<file path="config.mk">
export PLATFORM = sky130hd
export DESIGN_NAME = rtc_prescaler_top
export DESIGN_NICKNAME = d
export VERILOG_FILES = /design/src/rtl/rtc_presc_pkg.sv /design/src/rtl/rtc_presc_cfg.sv /design/src/rtl/rtc_presc_async.sv /design/src/rtl/rtc_presc_subsec.sv /design/src/rtl/rtc_prescaler_top.sv
export SDC_FILE = /design/constraint.sdc
export NUM_CORES = 1
export LEC_CHECK = 0
export BUFFER_PORTS_ARGS = -buffer_cell sky130_fd_sc_hd__buf_2
export CAP_MARGIN = 0
export CORE_MARGIN = 4
export CORE_UTILIZATION = 44
export DETAILED_ROUTE_END_ITERATION = 8
export PLACE_DENSITY = 0.67
export SLEW_MARGIN = 5
export SYNTH_ARGS = -nofsm -noshare
export SYNTH_HDL_FRONTEND = slang
export SYNTH_SLANG_ARGS = --single-unit
</file>
<file path="constraint.sdc">
create_clock -name clk -period 4.1 [get_ports clk]
set_input_delay 1.23 -clock clk [delete_from_list [all_inputs] [get_ports clk]]
set_output_delay 1.23 -clock clk [all_outputs]
set_load 0.005 [all_outputs]
</file>
<file path="src/rtl/rtc_presc_pkg.sv">
package rtc_presc_pkg;

  typedef enum logic [1:0] {
    MODE_CAL   = 2'b00,
    MODE_BIN   = 2'b01,
    MODE_MIX_A = 2'b10,
    MODE_MIX_B = 2'b11
  } ss_mode_e;

  function automatic logic mode_is_cal(input logic [1:0] m);
    return m == MODE_CAL;
  endfunction

  function automatic logic mode_is_bin(input logic [1:0] m);
    return m == MODE_BIN;
  endfunction

endpackage

</file>
<file path="src/rtl/rtc_presc_cfg.sv">
module rtc_presc_cfg #(
  parameter int AW    = 7,
  parameter int SW    = 15,
  parameter int A_RST = 127,
  parameter int S_RST = 255
) (
  input  logic          clk,
  input  logic          rst,
  input  logic          init_en,
  input  logic [1:0]    mode_in,
  input  logic [AW-1:0] async_in,
  input  logic [SW-1:0] sync_in,
  output logic [1:0]    cfg_mode,
  output logic [AW-1:0] cfg_async,
  output logic [SW-1:0] cfg_sync
);
  import rtc_presc_pkg::*;

  always_ff @(posedge clk) begin
    if (rst) begin
      cfg_mode  <= MODE_CAL;
      cfg_async <= AW'(A_RST);
      cfg_sync  <= SW'(S_RST);
    end else if (init_en) begin
      cfg_mode  <= mode_in;
      cfg_async <= async_in;
      cfg_sync  <= sync_in;
    end
  end

endmodule

</file>
<file path="src/rtl/rtc_presc_async.sv">
module rtc_presc_async #(
  parameter int AW    = 7,
  parameter int A_RST = 127
) (
  input  logic          clk,
  input  logic          rst,
  input  logic          init_en,
  input  logic [AW-1:0] load_val,
  input  logic [AW-1:0] reload_val,
  output logic          tick_en,
  output logic          fast_tick
);
  logic [AW-1:0] acnt;

  assign tick_en = !init_en && (acnt == '0);

  always_ff @(posedge clk) begin
    if (rst) begin
      acnt      <= AW'(A_RST);
      fast_tick <= 1'b0;
    end else if (init_en) begin
      acnt      <= load_val;
      fast_tick <= 1'b0;
    end else begin
      fast_tick <= tick_en;
      acnt      <= tick_en ? reload_val : acnt - 1'b1;
    end
  end

endmodule

</file>
<file path="src/rtl/rtc_presc_subsec.sv">
module rtc_presc_subsec #(
  parameter int SW    = 15,
  parameter int SSW   = 32,
  parameter int MB    = 8,
  parameter int S_RST = 255
) (
  input  logic           clk,
  input  logic           rst,
  input  logic           init_en,
  input  logic           tick_en,
  input  logic [1:0]     load_mode,
  input  logic [SW-1:0]  load_sync,
  input  logic [1:0]     cfg_mode,
  input  logic [SW-1:0]  cfg_sync,
  output logic           sec_tick,
  output logic [SSW-1:0] subsec
);
  import rtc_presc_pkg::*;

  logic cal_now, bin_now, zero_hit, mix_hit;

  assign cal_now  = mode_is_cal(cfg_mode);
  assign bin_now  = mode_is_bin(cfg_mode);
  assign zero_hit = (subsec == '0);

  generate
    if (MB > 0) begin : g_mix
      assign mix_hit = (subsec[MB-1:0] == '0);
    end else begin : g_nomix
      assign mix_hit = 1'b0;
    end
  endgenerate

  always_ff @(posedge clk) begin
    if (rst) begin
      subsec   <= SSW'(S_RST);
      sec_tick <= 1'b0;
    end else if (init_en) begin
      subsec   <= mode_is_cal(load_mode) ? SSW'(load_sync) : '1;
      sec_tick <= 1'b0;
    end else begin
      sec_tick <= tick_en && (cal_now ? zero_hit : (!bin_now && mix_hit));
      if (tick_en) begin
        subsec <= (cal_now && zero_hit) ? SSW'(cfg_sync) : subsec - 1'b1;
      end
    end
  end

endmodule

</file>
<file path="src/rtl/rtc_prescaler_top.sv">
module rtc_prescaler_top #(
  parameter int AW           = 7,
  parameter int SW           = 15,
  parameter int SSW          = 32,
  parameter int MIX_SEC_BITS = 8,
  parameter int A_RST        = 127,
  parameter int S_RST        = 255
) (
  input  logic           clk,
  input  logic           rst,
  input  logic           init_en,
  input  logic [1:0]     mode_in,
  input  logic [AW-1:0]  async_div_in,
  input  logic [SW-1:0]  sync_div_in,
  output logic           fast_tick,
  output logic           sec_tick,
  output logic [SSW-1:0] subsec_count
);
  logic [1:0]    cfg_mode;
  logic [AW-1:0] cfg_async;
  logic [SW-1:0] cfg_sync;
  logic          tick_en;

  rtc_presc_cfg #(.AW(AW), .SW(SW), .A_RST(A_RST), .S_RST(S_RST)) u_cfg (
    .clk(clk), .rst(rst), .init_en(init_en), .mode_in(mode_in),
    .async_in(async_div_in), .sync_in(sync_div_in),
    .cfg_mode(cfg_mode), .cfg_async(cfg_async), .cfg_sync(cfg_sync)
  );

  rtc_presc_async #(.AW(AW), .A_RST(A_RST)) u_async (
    .clk(clk), .rst(rst), .init_en(init_en), .load_val(async_div_in),
    .reload_val(cfg_async), .tick_en(tick_en), .fast_tick(fast_tick)
  );

  rtc_presc_subsec #(.SW(SW), .SSW(SSW), .MB(MIX_SEC_BITS), .S_RST(S_RST)) u_ss (
    .clk(clk), .rst(rst), .init_en(init_en), .tick_en(tick_en),
    .load_mode(mode_in), .load_sync(sync_div_in),
    .cfg_mode(cfg_mode), .cfg_sync(cfg_sync),
    .sec_tick(sec_tick), .subsec(subsec_count)
  );

endmodule

</file>
# ---- Yosys cells after proc, flatten, opt, wreduce, memory -nomap -nowiden
# Cells that the tools add are included.
dict set report classes {
  add_sub_neg 2
  eq_ne 1
  mux 7
  n_reduce_logical 13
}
# cell count
set ops {}
lappend ops {{32-bit two-way mux} 4}
lappend ops {{32-bit logical NOT} 1}
lappend ops {{32-bit by 1-bit subtractor with 32-bit output (second input constant)} 1}
lappend ops {{7-bit two-way mux} 2}
lappend ops {{8-bit logical NOT} 1}
lappend ops {{7-bit logical NOT} 1}
lappend ops {{7-bit by 1-bit subtractor with 7-bit output (second input constant)} 1}
lappend ops {{1-bit logical AND} 4}
lappend ops {{2-bit logical NOT} 2}
lappend ops {{2-bit by 1-bit equality test with 1-bit output (second input constant)} 1}
lappend ops {{1-bit logical NOT} 2}
lappend ops {{2-bit nonzero test} 1}
lappend ops {{2-bit OR reduction} 1}
lappend ops {{1-bit two-way mux} 1}
dict set report word_totals {
  reg_bits 65
  out_inout_bits 34
  elab_cells 30
}

# ---- Longest topological paths before layout
dict set report logic_depth {
  word_depth 5
  mapped_depth 9
}

# ---- By module
# From an unflattened synthesis, not the netlist that was laid out.
dict set report hier_totals {
  hier_cells 400
  hier_area_um2 3404.5
}
# module instances cells_per_inst area_each_um2
set modules_own_cells {}
lappend modules_own_cells {rtc_presc_subsec 1 268 2073.2}
lappend modules_own_cells {rtc_presc_cfg 1 78 888.4}
lappend modules_own_cells {rtc_presc_async 1 54 442.9}

# ---- Worst setup path before layout
# No wires, ideal clock.
dict set report synth_path {
  path_kind {input-to-reg}
  from {in init_en}
  to {reg u_cfg.cfg_sync[2]}
  t_arrival_ns 2.505
  t_required_ns 3.971
  path_slack_ns 1.466
  path_stages 5
  path_cell_list {clkbuf_1 > clkbuf_1 > clkbuf_1 > mux2i_1 > nand2_1}
}
# element line_no
set synth_lines {}
lappend synth_lines {{start, declared} rtc_prescaler_top.sv:11} ;# input logic init_en,
lappend synth_lines {{end signal, assigned} rtc_presc_cfg.sv:23} ;# cfg_sync <= SW'(S_RST);
lappend synth_lines {{end signal, assigned} rtc_presc_cfg.sv:27} ;# cfg_sync <= sync_in;
lappend synth_lines {{end, declared} rtc_presc_cfg.sv:15} ;# output logic [SW-1:0] cfg_sync

# ---- Worst setup path after layout
dict set report layout_path {
  from {reg u_ss.subsec[0]}
  to {reg u_ss.subsec[11]}
}
dict set report layout_between {
  elab_chain_len 5
  elab_cells_between_ends 6
  cone_classes {1 x add/sub; 3 x mux; 2 x reduce/logical}
}
# element line_no
set layout_rtl {}
lappend layout_rtl {{start, declared} rtc_presc_subsec.sv:16} ;# output logic [SSW-1:0] subsec
lappend layout_rtl {{start signal, assigned} rtc_presc_subsec.sv:36} ;# subsec <= SSW'(S_RST);
lappend layout_rtl {{start signal, assigned} rtc_presc_subsec.sv:39} ;# subsec <= mode_is_cal(load_mode) ? SSW'(load_sync) : '1;
lappend layout_rtl {{start signal, assigned} rtc_presc_subsec.sv:44} ;# subsec <= (cal_now && zero_hit) ? SSW'(cfg_sync) : subsec - 1'b1;
lappend layout_rtl {{parallel branches: the longest is 2 deep, another holds 32-bit by 1-bit subtractor with 32-bit output} -}
lappend layout_rtl {{32-bit two-way mux *} rtc_presc_subsec.sv:44}
lappend layout_rtl {{32-bit two-way mux *} rtc_presc_subsec.sv:43} ;# if (tick_en) begin
lappend layout_rtl {{32-bit two-way mux *} rtc_presc_subsec.sv:38} ;# end else if (init_en) begin
# Every way passes the cells marked *. The select of a mux whose other input is x is not followed.
# A chain may end at the register's enable or synchronous reset.

==> impl_summary.md <==
Final layout
Summing all non-filler instances in the final layout gives an area of about 0.004 mm2. The post-route netlist has around 22% of its cells at a drive strength greater than 1. The number of nets at the end of the flow is ~500. From synthesis to final layout, the design area changed by 17.1%. In the layout the commonest cells are sky130_fd_sc_hd__dfxtp_1, sky130_fd_sc_hd__buf_2, sky130_fd_sc_hd__nor2_1.

The library cell used most frequently in the layout, excluding fill and tap cells, is sky130_fd_sc_hd__dfxtp_1. The final antenna diode count is 0. The post-layout utilization of the core is ~54%.

Flow run
Max-cap violations in this run came to 0.

Worst setup path
The critical path endpoint category is a register. The startpoint-to-endpoint class of the critical path is reg2reg. The critical path starts at u_ss.subsec[0].

The worst path required time is 4.34 ns. Traced cell by cell, the critical path runs through inv_1 > ha_1 > or4b_1 > nor3_1 > nand4_1 > buf_4 > mux2i_1 > a2111oi_2. The logic depth of the worst setup path including buffers is 8. Along the worst path, the maximum fanout reaches 18. The capture point of the critical path is u_ss.subsec[11]. The number of buffers and inverters on the critical path is 2. Counting cells, the worst reg-to-reg path comes to 8. The cell with the largest stage delay on the worst path is sky130_fd_sc_hd__or4b_1. The cell class contributing the biggest share of worst-path delay is simple AND/OR/NAND/NOR gates. The worst flop-to-flop path startpoint is u_ss.subsec[0].

Data arrives at the worst endpoint at around 3.2 ns. The terminus of the critical flop-to-flop path is u_ss.subsec[11]. In this design, the stage delay of the slowest critical-path cell is 0.59 ns. The slack of the worst reg-to-reg path is roughly 1.2 ns.

The worst setup path is launched from a register.

Timing
Timing would allow up to 343 MHz. The final-layout setup total negative slack is 0 ns. The final count of hold timing violations is 0.

The ratio of final minimum period to clock period is a little under three quarters. The final critical-path required period is approximately 2.9 ns. On the final layout, the worst clock skew is 0.0128 ns. For the pin with the worst max-slew slack, the measured transition is roughly 0.86 ns. The setup violation total in the final timing report is 0.

In this run the tightest slew margin relative to its limit is between 40% and 50%. Setup repair after global routing left no endpoint under its margin. The final count of pins violating max slew is 0.

Worst hold path
The path class of the tightest hold or removal check is reg2reg.

Clocking
In this run, post-CTS hold repair placed 0 buffers. After clock tree synthesis, the clock-pin slew on the worst setup and hold paths is ~0.08 ns. The buffer depth of the longest clock path is 2. The CTS root buffer is sky130_fd_sc_hd__clkbuf_8. For the worst-skew pair, the clock arrives at the later sink with an insertion delay of between 0.3 and 0.4 ns.

The clock sink count is 65. The number of clock buffers added by TritonCTS is 9. The number of H-tree levels is 3. The total of cells resized after clock tree synthesis is 0. The setup fix buffers added after clock tree synthesis is 0.

The CTS tree is built.

Floorplanning
The floorplan step set the die height to 96.0 um. After floorplanning, the core was sized to cover between 0.007 and 0.008 mm2. The row count is 31.

The die covers 0.00922 mm2. For this configuration, the core starts out at a cell density of between 40 and 50%. The top-level I/O count is 61.

The die extent in x is ~96 um.

Synthesis
The combinational family with the most area after synthesis is compound AO/OA/AOI/OAI gates. In this run the mean area of a mapped cell was approximately 8.4 um2. The mux share of post-synthesis cell area is around 4.7%.

The mapped netlist covers around 0.0034 mm2. The synthesized design contains 0 enable-type register cells. Of the total synthesized cell area, the portion taken by XOR and XNOR cells is ~3.3%. In this run, distinct cell masters in the synthesized netlist total 64. The cell count after synthesis is 405.

The synthesized-area fraction occupied by ao, oa, aoi and oai cells is 25.8%. Synthesis produced a netlist with a net count of around 430. Synthesis inferred 65 register bits. The fraction of registers with async set/reset is 0%.

The area share of and/or/nand/nor cells after synthesis is ~22%. The most used flip-flop cell after synthesis is sky130_fd_sc_hd__dfxtp_1. The arithmetic-cell share of the synthesized area counting full adders, half adders and majority gates is 0.734%.

For this run, the number of Yosys warnings is 0. Summing the sequential cell areas from Yosys gives about two fifths of the chip area.

Route
After the first detailed-routing iteration, the DRC count stood at around 190. The detailed router placed 3,331 vias in this run. For this run, the detailed router's first-pass iteration total came to 5.

In this run the remaining antenna-violating nets after routing total 0. The final routed wire length divided by cell count is around 17 um. Using the TritonRoute via totals, the vias-per-cell ratio works out to ~6. The sum of routed wire length over all layers is slightly below 10,000 um. The DRC violation count after routing is 0.

GRT
For this run the aggregate overflow at the end of global routing stands at 0. Entering global routing, the biggest net connects 48 pins. The initial antenna violation count is 0.

For this run, the total global-route usage over all layers was measured as between 20 and 25%. The number of global-route vias before repair is 3,152. The global-route wire length before repair is about 16,000 um.

Place
The post-placement cell area is around 0.0038 mm2. After legalization and detailed placement, the total HPWL measured about 6600 um. The placer congestion estimate is between 0.8 and 0.9. Buffers placed on the I/O ports in this run total 60.

Power and ir drop
The switching power is between 400 and 500 uW. Power spread over the standard cell area amounts to between 300 and 400 mW/mm2. The share of total power dissipated in the clock network is approximately two fifths. Net switching is between 20% and 30% of the power. The share of total power dissipated in sequential elements is between 40% and 50%. Per report_power, the combinational group accounts for 14.4% of the total.

The worst-case IR drop observed on VDD is ~0.19 mV. In this run the static leakage power is about 0.0017 uW. The internal portion of the total power is around 1100 uW.

Outcome
The flow ran to the end, and the final reports show no timing, DRC or antenna violations.
## cells in the mapped netlist, types with 3 or more instances
cell type,instances,share of area [%]
sky130_fd_sc_hd__a211oi_1,5,1.1
sky130_fd_sc_hd__a21o_1,5,1.1
sky130_fd_sc_hd__a21oi_1,28,4.1
sky130_fd_sc_hd__a311oi_1,4,1.0
sky130_fd_sc_hd__a31oi_1,8,1.5
sky130_fd_sc_hd__a32oi_1,4,1.0
sky130_fd_sc_hd__and3_1,3,0.55
sky130_fd_sc_hd__buf_2,5,0.73
sky130_fd_sc_hd__clkbuf_1,18,2.0
sky130_fd_sc_hd__dfxtp_1,65,38
sky130_fd_sc_hd__inv_1,16,1.8
sky130_fd_sc_hd__mux2i_1,15,4.4
sky130_fd_sc_hd__nand2_1,31,3.4
sky130_fd_sc_hd__nand3_1,6,0.88
sky130_fd_sc_hd__nand4_1,3,0.55
sky130_fd_sc_hd__nor2_1,38,4.2
sky130_fd_sc_hd__nor3_1,16,2.4
sky130_fd_sc_hd__nor3b_1,3,0.66
sky130_fd_sc_hd__nor4_1,10,1.8
sky130_fd_sc_hd__nor4_4,3,1.9
sky130_fd_sc_hd__o211ai_1,5,1.1
sky130_fd_sc_hd__o21a_1,4,0.88
sky130_fd_sc_hd__o21ai_0,25,3.7
sky130_fd_sc_hd__o221a_2,5,1.7
sky130_fd_sc_hd__o221ai_1,3,0.77
sky130_fd_sc_hd__o22ai_1,5,0.92
sky130_fd_sc_hd__o31ai_1,4,0.88
sky130_fd_sc_hd__or3_1,6,1.1
sky130_fd_sc_hd__or4_1,7,1.5
sky130_fd_sc_hd__xnor2_1,4,1.0
sky130_fd_sc_hd__xor2_1,9,2.3
## state kept, by name, indices dropped and copies added (netlist names)
signal / flops
u_async.acnt: 7
u_async.fast_tick: 1
u_cfg.cfg_async: 7
u_cfg.cfg_mode: 2
u_cfg.cfg_sync: 15
u_ss.sec_tick: 1
u_ss.subsec: 32
## power groups by stage
stage,Combinational (uW),Sequential (uW),Clock (uW)
after floorplan,150,730,0
after global placement,220,742,0
after detailed placement,224,743,0
after CTS,226,729,623
after global routing,251,737,654
final,226,729,614
## final cells by class
cell class	count	area [um2]
Clock buffer	11	141
Clock inverter	5	78.8
Fill cell	744	3380
Inverter	18	67.6
Multi-Input combinational cell	296	1920
Sequential cell	65	1300
Tap cell	99	124
Timing Repair Buffer	67	353
## stage by stage
step	worst slack [ns]	total power, uW	hold WS, ns	instances
detailed placement	0.973	967	0.447	545
global placement	1.04	962	0.438	545
global route	0.990	1640	0.481	561
finish	1.19	1570	0.458	561
floorplan	1.47	881	0.427	405
CTS	1.22	1580	0.462	561
## worst min-delay path, cell delays in order (launching register included)
cell                      delay [ns]
sky130_fd_sc_hd__dfxtp_1        0.31
sky130_fd_sc_hd__inv_1          0.04
sky130_fd_sc_hd__o21ai_0        0.06
## logic make-up (layout without fill, tap and decap cells)
family,Yosys count,after routing
muxes,16,16
AOI/OAI and AO/OA,128,128
and+or+nand+nor,137,137
DFF,65,65
adders and majority gates,2,2
xor gates and xnor gates,13,13
buffers and inverters,44,101
## layer usage
layer	routed length (um)	global-route usage, %
met1	4450	29.7
met2	4510	35.7
met3	600	5.00
met4	141	8.41
met5	0	0
## worst min path at each step
stage	depth (start not counted)	end	startpoint	slack, ns
floorplan	2	u_cfg.cfg_async[1]	u_cfg.cfg_async[1]	0.43
global placement	2	u_cfg.cfg_async[1]	u_cfg.cfg_async[1]	0.44
detailed placement	2	u_cfg.cfg_async[1]	u_cfg.cfg_async[1]	0.45
CTS	2	u_cfg.cfg_async[1]	u_cfg.cfg_async[1]	0.46
global route	2	u_cfg.cfg_async[1]	u_cfg.cfg_async[1]	0.48
finish	2	u_cfg.cfg_async[1]	u_cfg.cfg_async[1]	0.46
No activity file was read; power rests on OpenSTA's default activity.
